`src/rtl/sfe_pkg.sv`:
```
package sfe_pkg;
  localparam int ADDR_W = 5;
  localparam int WORD_W = 32;
  localparam int LVL_W  = 8;

  localparam logic [ADDR_W-1:0] OFS_DATA  = 5'h00;
  localparam logic [ADDR_W-1:0] OFS_LEVEL = 5'h04;
  localparam logic [ADDR_W-1:0] OFS_STAT  = 5'h08;
  localparam logic [ADDR_W-1:0] OFS_CTRL  = 5'h0C;
  localparam logic [ADDR_W-1:0] OFS_RATE  = 5'h10;

  // index of each sticky cause inside the sticky register array
  localparam int SK_TXREQ = 0;
  localparam int SK_TMO   = 1;
  localparam int SK_FRAME = 2;
  localparam int SK_BRK   = 3;
  localparam int SK_OVR   = 4;
  localparam int SK_N     = 5;

  function automatic logic [LVL_W-1:0] rx_level_thr(input logic [2:0] code);
    case (code)
      3'd0:    return LVL_W'(1);
      3'd1:    return LVL_W'(4);
      3'd2:    return LVL_W'(8);
      3'd3:    return LVL_W'(16);
      3'd4:    return LVL_W'(32);
      default: return LVL_W'(48);
    endcase
  endfunction

  function automatic logic [LVL_W-1:0] tx_level_thr(input logic [1:0] code);
    case (code)
      2'd0:    return LVL_W'(0);
      2'd1:    return LVL_W'(4);
      2'd2:    return LVL_W'(8);
      default: return LVL_W'(16);
    endcase
  endfunction
endpackage

```
`src/rtl/sfe_fifo.sv`:
```
module sfe_fifo #(
  parameter int W     = 8,
  parameter int DEPTH = 64,
  localparam int AW   = $clog2(DEPTH),
  localparam int CW   = $clog2(DEPTH + 1)
) (
  input  logic          clk,
  input  logic          rst,
  input  logic          push,
  input  logic [W-1:0]  din,
  input  logic          pop,
  output logic [W-1:0]  dout,
  output logic [CW-1:0] count,
  output logic          full,
  output logic          empty
);
  logic [W-1:0]  mem [DEPTH];
  logic [AW-1:0] wp, rp;
  logic [CW-1:0] cnt_q;
  logic          do_push, do_pop;

  assign full    = (cnt_q == CW'(DEPTH));
  assign empty   = (cnt_q == '0);
  assign count   = cnt_q;
  assign do_push = push && !full;
  assign do_pop  = pop && !empty;
  assign dout    = mem[rp];

  function automatic logic [AW-1:0] step(input logic [AW-1:0] p);
    return (p == AW'(DEPTH - 1)) ? '0 : p + AW'(1);
  endfunction

  // storage kept free of reset so it maps onto RAM
  always_ff @(posedge clk) begin
    if (do_push) mem[wp] <= din;
  end

  always_ff @(posedge clk) begin
    if (rst) begin
      wp    <= '0;
      rp    <= '0;
      cnt_q <= '0;
    end else begin
      if (do_push) wp <= step(wp);
      if (do_pop)  rp <= step(rp);
      case ({do_push, do_pop})
        2'b10:   cnt_q <= cnt_q + CW'(1);
        2'b01:   cnt_q <= cnt_q - CW'(1);
        default: cnt_q <= cnt_q;
      endcase
    end
  end
endmodule

```
`src/rtl/sfe_sticky.sv`:
```
module sfe_sticky #(
  parameter int N = 5
) (
  input  logic         clk,
  input  logic         rst,
  input  logic [N-1:0] set,
  input  logic [N-1:0] clr,
  output logic [N-1:0] q
);
  for (genvar i = 0; i < N; i++) begin : g_bit
    always_ff @(posedge clk) begin
      if (rst)         q[i] <= 1'b0;
      else if (set[i]) q[i] <= 1'b1;   // a new event beats a clear
      else if (clr[i]) q[i] <= 1'b0;
    end
  end
endmodule

```
`src/rtl/serial_reg_front.sv`:
```
module serial_reg_front
  import sfe_pkg::*;
#(
  parameter int          DEPTH    = 64,
  parameter logic [7:0]  RATE_RST = 8'hFF
) (
  input  logic              clk,
  input  logic              rst,
  input  logic [ADDR_W-1:0] bus_addr,
  input  logic              bus_wr,
  input  logic              bus_rd,
  input  logic [WORD_W-1:0] bus_wdata,
  output logic [WORD_W-1:0] bus_rdata,
  input  logic              rx_valid,
  input  logic [7:0]        rx_char,
  input  logic              rx_err,
  input  logic              rx_brk,
  input  logic              rx_tmo,
  output logic              tx_valid,
  output logic [7:0]        tx_char,
  input  logic              tx_ready,
  output logic [7:0]        rate_div,
  output logic              irq
);
  localparam int CW    = $clog2(DEPTH + 1);
  localparam int RX_W  = 10;

  logic sel_data, sel_level, sel_stat, sel_ctrl, sel_rate;
  assign sel_data  = (bus_addr == OFS_DATA);
  assign sel_level = (bus_addr == OFS_LEVEL);
  assign sel_stat  = (bus_addr == OFS_STAT);
  assign sel_ctrl  = (bus_addr == OFS_CTRL);
  assign sel_rate  = (bus_addr == OFS_RATE);

  // receive path: entry is {break, framing, character}
  logic [RX_W-1:0] rx_head;
  logic [CW-1:0]   rx_cnt;
  logic            rx_full, rx_empty;

  sfe_fifo #(.W(RX_W), .DEPTH(DEPTH)) u_rx_fifo (
    .clk(clk), .rst(rst),
    .push(rx_valid), .din({rx_brk, rx_err, rx_char}),
    .pop(bus_rd && sel_data), .dout(rx_head),
    .count(rx_cnt), .full(rx_full), .empty(rx_empty)
  );

  // transmit path
  logic [CW-1:0] tx_cnt;
  logic          tx_full, tx_empty;

  sfe_fifo #(.W(8), .DEPTH(DEPTH)) u_tx_fifo (
    .clk(clk), .rst(rst),
    .push(bus_wr && sel_data), .din(bus_wdata[7:0]),
    .pop(tx_ready), .dout(tx_char),
    .count(tx_cnt), .full(tx_full), .empty(tx_empty)
  );

  assign tx_valid = !tx_empty;

  // control and rate registers
  logic [WORD_W-1:0] ctrl_q;
  logic [7:0]        rate_q;

  always_ff @(posedge clk) begin
    if (rst) begin
      ctrl_q <= '0;
      rate_q <= RATE_RST;
    end else if (bus_wr) begin
      if (sel_ctrl) ctrl_q <= bus_wdata;
      if (sel_rate) rate_q <= bus_wdata[7:0];
    end
  end
  assign rate_div = rate_q;

  // trigger comparisons
  logic [LVL_W-1:0] rx_lvl, tx_lvl;
  logic             rx_trig, tx_low;
  assign rx_lvl  = LVL_W'(rx_cnt);
  assign tx_lvl  = LVL_W'(tx_cnt);
  assign rx_trig = (rx_lvl >= rx_level_thr(ctrl_q[4:2]));
  assign tx_low  = (tx_lvl <= tx_level_thr(ctrl_q[1:0]));

  // sticky causes
  logic [SK_N-1:0] sk_set, sk_clr, sk_q;
  always_comb begin
    sk_set           = '0;
    sk_set[SK_TXREQ] = tx_low;
    sk_set[SK_TMO]   = rx_tmo;
    sk_set[SK_FRAME] = rx_valid && rx_err;
    sk_set[SK_BRK]   = rx_valid && rx_brk;
    sk_set[SK_OVR]   = rx_valid && rx_full;
    sk_clr           = '0;
    if (bus_wr && sel_stat) begin
      sk_clr[SK_TXREQ] = bus_wdata[0];
      sk_clr[SK_TMO]   = bus_wdata[2];
      sk_clr[SK_FRAME] = bus_wdata[3];
      sk_clr[SK_BRK]   = bus_wdata[4];
      sk_clr[SK_OVR]   = bus_wdata[5];
    end
  end

  sfe_sticky #(.N(SK_N)) u_causes (
    .clk(clk), .rst(rst), .set(sk_set), .clr(sk_clr), .q(sk_q)
  );

  logic [WORD_W-1:0] stat_word, data_word, level_word;
  assign stat_word  = {25'b0, tx_empty, sk_q[SK_OVR], sk_q[SK_BRK],
                       sk_q[SK_FRAME], sk_q[SK_TMO], rx_trig, sk_q[SK_TXREQ]};
  assign data_word  = rx_empty ? 32'h0000_0100
                               : {21'b0, rx_head[9], rx_head[8], 1'b0, rx_head[7:0]};
  assign level_word = {16'b0, tx_lvl, rx_lvl};

  logic irq_d;
  assign irq_d = (ctrl_q[5] && sk_q[SK_TXREQ])
              || (ctrl_q[6] && (rx_trig || sk_q[SK_TMO]))
              || (ctrl_q[7] && (sk_q[SK_FRAME] || sk_q[SK_BRK] || sk_q[SK_OVR]));

  always_ff @(posedge clk) begin
    if (rst) begin
      bus_rdata <= '0;
      irq       <= 1'b0;
    end else begin
      irq <= irq_d;
      if (bus_rd) begin
        case (1'b1)
          sel_data:  bus_rdata <= data_word;
          sel_level: bus_rdata <= level_word;
          sel_stat:  bus_rdata <= stat_word;
          sel_ctrl:  bus_rdata <= ctrl_q;
          sel_rate:  bus_rdata <= {24'b0, rate_q};
          default:   bus_rdata <= '0;
        endcase
      end
    end
  end
endmodule

```
`config.mk`:
```
export PLATFORM = sky130hd
export DESIGN_NAME = serial_reg_front
export DESIGN_NICKNAME = d
export VERILOG_FILES = /design/src/rtl/sfe_pkg.sv /design/src/rtl/sfe_fifo.sv /design/src/rtl/sfe_sticky.sv /design/src/rtl/serial_reg_front.sv
export SDC_FILE = /design/constraint.sdc
export NUM_CORES = 1
export LEC_CHECK = 0
export ABC_AREA = 1
export BUFFER_PORTS_ARGS = -buffer_cell sky130_fd_sc_hd__buf_2
export CAP_MARGIN = 25
export CORE_MARGIN = 2
export CORE_UTILIZATION = 55
export CTS_BUF_LIST = sky130_fd_sc_hd__clkbuf_2
export CTS_CLUSTER_DIAMETER = 150
export DETAILED_ROUTE_END_ITERATION = 6
export PLACE_DENSITY_LB_ADDON = 0.25
export SYNTH_ARGS = -nofsm -noshare
export SYNTH_HDL_FRONTEND = slang
export SYNTH_HIERARCHICAL = 1
export SYNTH_SLANG_ARGS = --single-unit
```
`constraint.sdc`:
```
create_clock -name clk -period 6.63 [get_ports clk]
set_input_delay 0 -clock clk [delete_from_list [all_inputs] [get_ports clk]]
set_output_delay 0 -clock clk [all_outputs]
set_load 0.005 [all_outputs]
```
==> reports/summary.txt, run 1 <==
kind of start point of the critical path - primary input
Syn Inst Count - 4880
Placed Cells - 6035
Slew @ Worst Pin - 1.11 ns
Crit. End Element - flip-flop
Vias/cell - 5.72
Total Wirelength - 140 mm
final non-filler cell total - 6773
Yosys reg bits - 1280
initial antenna violation count - 2
number of synthesized flops with an enable pin - 1152
CP Data Required Time - 7.72 ns
Clock transition at path regs - 0.10 ns
initial DRC count - 4834
Synth Area in XOR/XNOR - 0.296%
Global Route Usage Sum - 27.9%
Place WS - 2.97 ns
worst hold start - bus_wdata[3]
largest net degree at the start of global routing - 206
combinational family with the most area after synthesis - simple AND/OR/NAND/NOR gates
Ys Warns - 6
Crit Path Max Fanout - 18
asr flop ratio synth - 0%
simple-gate area share of the yosys netlist - 23.9%
port bufs - 103
Mapped Area - 0.0533 mm^2
Die Y - 315 um
worst-skew pair later-pin latency - 1.54 ns
Tcrit/Tclk final - 69.2%
Max clock buf depth - 4
Peak Freq - 0.218 GHz
VDD IR max - 186 uV
Post-route DRC - 0
sequential share of the synthesized area - 69.8%
Final Core Density - 61.3%
crit path DAT - 5.67 ns
Die W - 315 um
Post-synth top flop - edfxtp_1
TritonCTS clock tree - yes
Adder-Cell Fraction of Synth Area - 0.423%
crit path from - bus_addr[1]
Final Wtd Congestion - 0.880
final setup fails - 0
Slew headroom - 25.5%
final setup skew - 0.154 ns
post-synthesis compound-gate area fraction - 1.76%
Net Count, Synth - 4952
global-route wire length before repair - 213 mm
worst hold-check path type - in2reg
Top Ports - 104
Hold Fails Final Rpt - 0
CTS Sinks - 1280
Initial Utilization - 55.3%
Pins Over Slew Limit - 0
setup total negative slack - 0 ns
outcome - completed
layout net count - 5353
Total Power - 15.9 mW
Core Box Area - 0.0963 mm^2
Clock Tree Root - clkbuf_2
vias in the first global route - 37400
hpwl dp - 74.9 mm
Routed Antenna Nets - 0
die area - 0.0993 mm^2
MaxCap Viol Count - 0
synthesis-to-finish area growth - 10.8%
Final WS setup - 2.04 ns
mux contribution to synthesized area - 0%
WS Path Type - in2reg
CTS H-tree lvls - 5
Synth cell types - 44
CTS Buf Count - 323
DP Area - 0.0543 mm^2
row count - 114
DR WL/cell - 20.7 um
Synth Area per Inst - 10.9 um^2
Congestion Overflow GR - 0
layout cells sized above 1 - 12.8%
RSZ-0062 raised after global routing - no
post-route minimum period - 4.59 ns
DR pass1 iterations - 6
Via Count - 38800
leakage power - 22.4 nW
design area - 0.0590 mm^2
final hold slack - 0.193 ns
power per cell area - 269 mW/mm^2
cell families after synthesis:
family	after synthesis
flip-flops	1280
AND/OR/NAND/NOR	2987
XOR/XNOR	18
buffers and inverters	399
adder cells (fa/ha/maj)	18
AO/OA/AOI/OAI	178
per-layer routing:
| layer | GRT usage (%) | up-vias | wire (um) |
|---|---|---|---|
| met5 | 0 | - | 0 |
| met4 | 10.6 | 0 | 4080 |
| met3 | 6.55 | 305 | 14600 |
| met2 | 43.2 | 2165 | 64900 |
| met1 | 38.5 | 18400 | 56200 |
| li1 | - | 17900 | - |
cell type report:
cell class | instances | area [um^2]
clock inverter | 63 | 399
tap | 1276 | 1600
antenna | 6 | 15.0
timing repair buffer | 349 | 2930
multi-input combinational | 3201 | 14000
clock buffer | 472 | 2360
inverter | 126 | 490
sequential | 1280 | 37200
fill | 7654 | 37300
cell usage after synthesis (all sizes together) (5+ instances only):
cell / count / share of area (%)
nand2: 1673 / 12
edfxtp: 1152 / 65
nand3: 1029 / 9.7
nor2: 252 / 1.9
buf: 221 / 2.6
dfxtp: 128 / 4.8
inv: 122 / 0.88
a21oi: 98 / 0.94
o21ai: 65 / 0.62
clkbuf: 52 / 0.39
nand4: 20 / 0.23
ha: 18 / 0.42
xnor2: 12 / 0.20
o211ai: 7 / 0.099
xor2: 6 / 0.099
nor3: 5 / 0.056
cells in the final DEF (no fill, tap or decap), types with 6 or more instances in the layout:
| cell | Yosys | layout |
|---|---|---|
| inv_1 | 110 | 109 |
| inv_2 | 10 | 13 |
| xor2_1 | 6 | 6 |
| o21ai_0 | 63 | 63 |
| nand3_1 | 1023 | 1023 |
| ha_1 | 18 | 18 |
| nor2_1 | 241 | 241 |
| nor2_4 | 6 | 6 |
| buf_4 | 34 | 58 |
| nand4_1 | 20 | 20 |
| clkinv_1 | 4 | 53 |
| o211ai_1 | 7 | 7 |
| dfxtp_1 | 128 | 122 |
| xnor2_1 | 12 | 12 |
| diode_2 | 0 | 6 |
| edfxtp_1 | 1152 | 1152 |
| dlygate4sd3_1 | 0 | 179 |
| nand2_1 | 1671 | 1671 |
| clkbuf_2 | 0 | 472 |
| buf_2 | 127 | 103 |
| bufinv_16 | 0 | 6 |
| a21oi_1 | 96 | 96 |
power breakdown:
part | switching [mW] | internal [mW]
Clock | 3.04 | 2.10
Combinational | 1.25 | 0.554
Sequential | 0.130 | 8.82
final timing paths:
kind,endpoint,slack (ns),cells past startpoint
worst min register to register,bus_rdata[25]$_SDFFE_PP0P_,0.47,2
worst min-delay path,u_tx_fifo/mem[34][3]$_DFFE_PP_,0.19,3
worst max-delay path,u_tx_fifo/mem[60][5]$_DFFE_PP_,2.04,12
worst max register to register,bus_rdata[1]$_SDFFE_PP0P_,2.87,14
state kept, by name, summed over array words and instances, names as in the netlist, named ones only:
register	count
u_tx_fifo/count	7
u_causes/q	5
u_rx_fifo/mem	640
u_rx_fifo/wp	6
bus_rdata	32
irq	1
u_rx_fifo/count	7
u_tx_fifo/rp	6
u_rx_fifo/rp	6
rate_div	8
u_tx_fifo/mem	512
ctrl_q	32
u_tx_fifo/wp	6
timing repair:
item	in CTS	in global routing
setup buffers	0	0
endpoints found under the hold margin	1887	0
resized for setup	0	0
hold buffers	179	0
critical path, stage by stage:
cell and delay [ns]:
dlygate4sd3_1 0.54, buf_2 0.12, dlygate4sd3_1 0.59, nor2_4 0.11, dlygate4sd3_1 0.80, nand3_2 0.10, dlygate4sd3_1 0.69, nor2_1 0.13
inv_1 0.08, nor2_2 0.53, nand4_1 0.96, nor2_1 1.01
No activity file was read; power rests on OpenSTA's default activity.
==> run 2: changes to the inputs <==
- clock period: 6.63 -> 3.9 ns (I/O delays scaled with it)
==> run 2 against run 1 <==
Against the previous run: register-to-register slack worse by 2.6 ns; power up 70%; combinational power up 86%; non-clock buffer count up 65; utilization up 0.83 points; sequential power up 69%; clock power up 67%; sequential share of layout area down 0.84 points; global-route usage up 0.31 points.
==> reports/summary.txt, run 2 (synthesized netlist as in run 1, its figures left out) <==
Via Count - 39000
Congestion Overflow GR - 0
Top Ports - 104
power per cell area - 452 mW/mm^2
Crit. End Element - flip-flop
DR WL/cell - 20.5 um
initial DRC count - 4590
largest net degree at the start of global routing - 212
Global Route Usage Sum - 28.2%
Total Wirelength - 140 mm
Largest Register - u_rx_fifo/mem
final setup skew - 0.167 ns
Pins Over Slew Limit - 0
worst hold-check path type - in2reg
Multi-input gate area - 0.0140 mm^2
Slew @ Worst Pin - 1.13 ns
CP Data Required Time - 5.38 ns
Clock Tree Root - clkbuf_2
Final Wtd Congestion - 0.910
leakage power - 22.8 nW
TritonCTS clock tree - yes
leading cell types in the layout, fill and taps excluded - nand2_1, edfxtp_1, nand3_1, clkbuf_2, nor2_1
final setup fails - 0
DR pass1 iterations - 6
post-route minimum period - 3.65 ns
Crit Path Max Fanout - 211
worst hold start - tx_ready
setup total negative slack - 0 ns
port bufs - 103
MaxCap Viol Count - 0
Die Y - 315 um
outcome - completed
Slew headroom - 24.8%
Fillers - 7623
synthesis-to-finish area growth - 12.3%
worst-skew pair later-pin latency - 1.54 ns
vias in the first global route - 38200
hpwl dp - 77.1 mm
kind of start point of the critical path - flip-flop
CTS Buf Count - 321
CTS Sinks - 1280
most common cell after layout, fill and taps aside - nand2_1
Vias/cell - 5.69
Max clock buf depth - 4
DP Area - 0.0546 mm^2
global-route wire length before repair - 214 mm
initial antenna violation count - 4
Sequential Area - 0.0372 mm^2
WS Path Type - reg2reg
Peak Freq - 0.274 GHz
layout net count - 5417
Tcrit/Tclk final - 93.6%
row count - 114
max reg flops - 640
Hold Fails Final Rpt - 0
die area - 0.0993 mm^2
Die W - 315 um
VDD IR max - 321 uV
crit path DAT - 5.13 ns
Initial Utilization - 55.3%
design area - 0.0598 mm^2
Routed Antenna Nets - 0
Core Box Area - 0.0963 mm^2
Clock transition at path regs - 0.11 ns
Post-route DRC - 0
layout cells sized above 1 - 13.7%
biggest regs - u_rx_fifo/mem x640, u_tx_fifo/mem x512
CTS H-tree lvls - 5
==> run 2: changes by cell type in the layout (fill, tap and decap cells not counted), sizes merged, moves of 2 or more <==
cell,before,now
buf,170,220
dlygate4sd3,179,192
bufinv,6,3
clkinv,57,59
clkinvlp,0,2
==> run 2: where the power goes <==
group          switching (mW)  internal (mW)
clock                    5.19           3.38
combinational            2.28           1.07
sequential             0.0977           15.0
==> run 2: path summary, 6_finish.rpt <==
kind                                 to  slack [ns]  cells past startpoint
max reg2reg   bus_rdata[3]$_SDFFE_PP0P_        0.25                     13
max           bus_rdata[3]$_SDFFE_PP0P_        0.25                     13
min reg2reg  bus_rdata[26]$_SDFFE_PP0P_        0.48                      2
min                           flip-flop        0.16                      7
==> run 2: what timing repair did <==
action                      CTS  global route
gates resized for setup       8             4
setup buffers                 2             5
setup endpoints to repair     8            62
hold endpoints to repair   2338            27
pin swaps                     0             1
gates cloned                  1             2
hold buffers                205             1
==> run 2: per-stage QoR <==
step	total power, mW	setup WS [ns]	cells	hold slack (ns)	util, %
6_report	27.0	0.251	6841	0.157	62.1
2_1_floorplan	17.4	1.42	4880	0.0691	-
3_3_place_gp	18.4	0.613	6079	0.221	56.7
3_5_place_dp	18.4	0.494	6079	0.225	56.7
4_1_cts	27.0	0.00304	6823	0.00877	62.0
5_1_grt	28.2	-0.00700	6841	0.0526	62.1
==> run 2: cell type report <==
type                       count  area share, %
sequential                  1280           62.2
multi-input combinational   3202           23.5
timing repair buffer         414           6.29
clock buffer                 471           3.94
tap                         1276           2.67
inverter                     126          0.866
clock inverter                65          0.580
antenna                        7         0.0293
==> run 2: critical path, stage by stage, from the launching register on <==
cell           delay, ns
dfxtp_4             0.42
buf_12              0.55
nand2_1             0.11
nand3_1             0.15
nand3_1             0.11
nand2_1             0.12
nand2_1             0.06
nand3_1             0.21
nand3_1             0.29
nand2_1             0.15
a21oi_1             0.08
dlygate4sd3_1       0.57
a21oi_1             0.13
dlygate4sd3_1       0.55
==> run 2: metal layers <==
layer / global-route usage (%) / up-vias / share of wire (%)
li1: - / 18000 / -
met1: 38.8 / 18500 / 40
met2: 43.4 / 2086 / 46
met3: 6.38 / 351 / 10
met4: 11.9 / 2 / 3.5
met5: 0.484 / - / 0.041
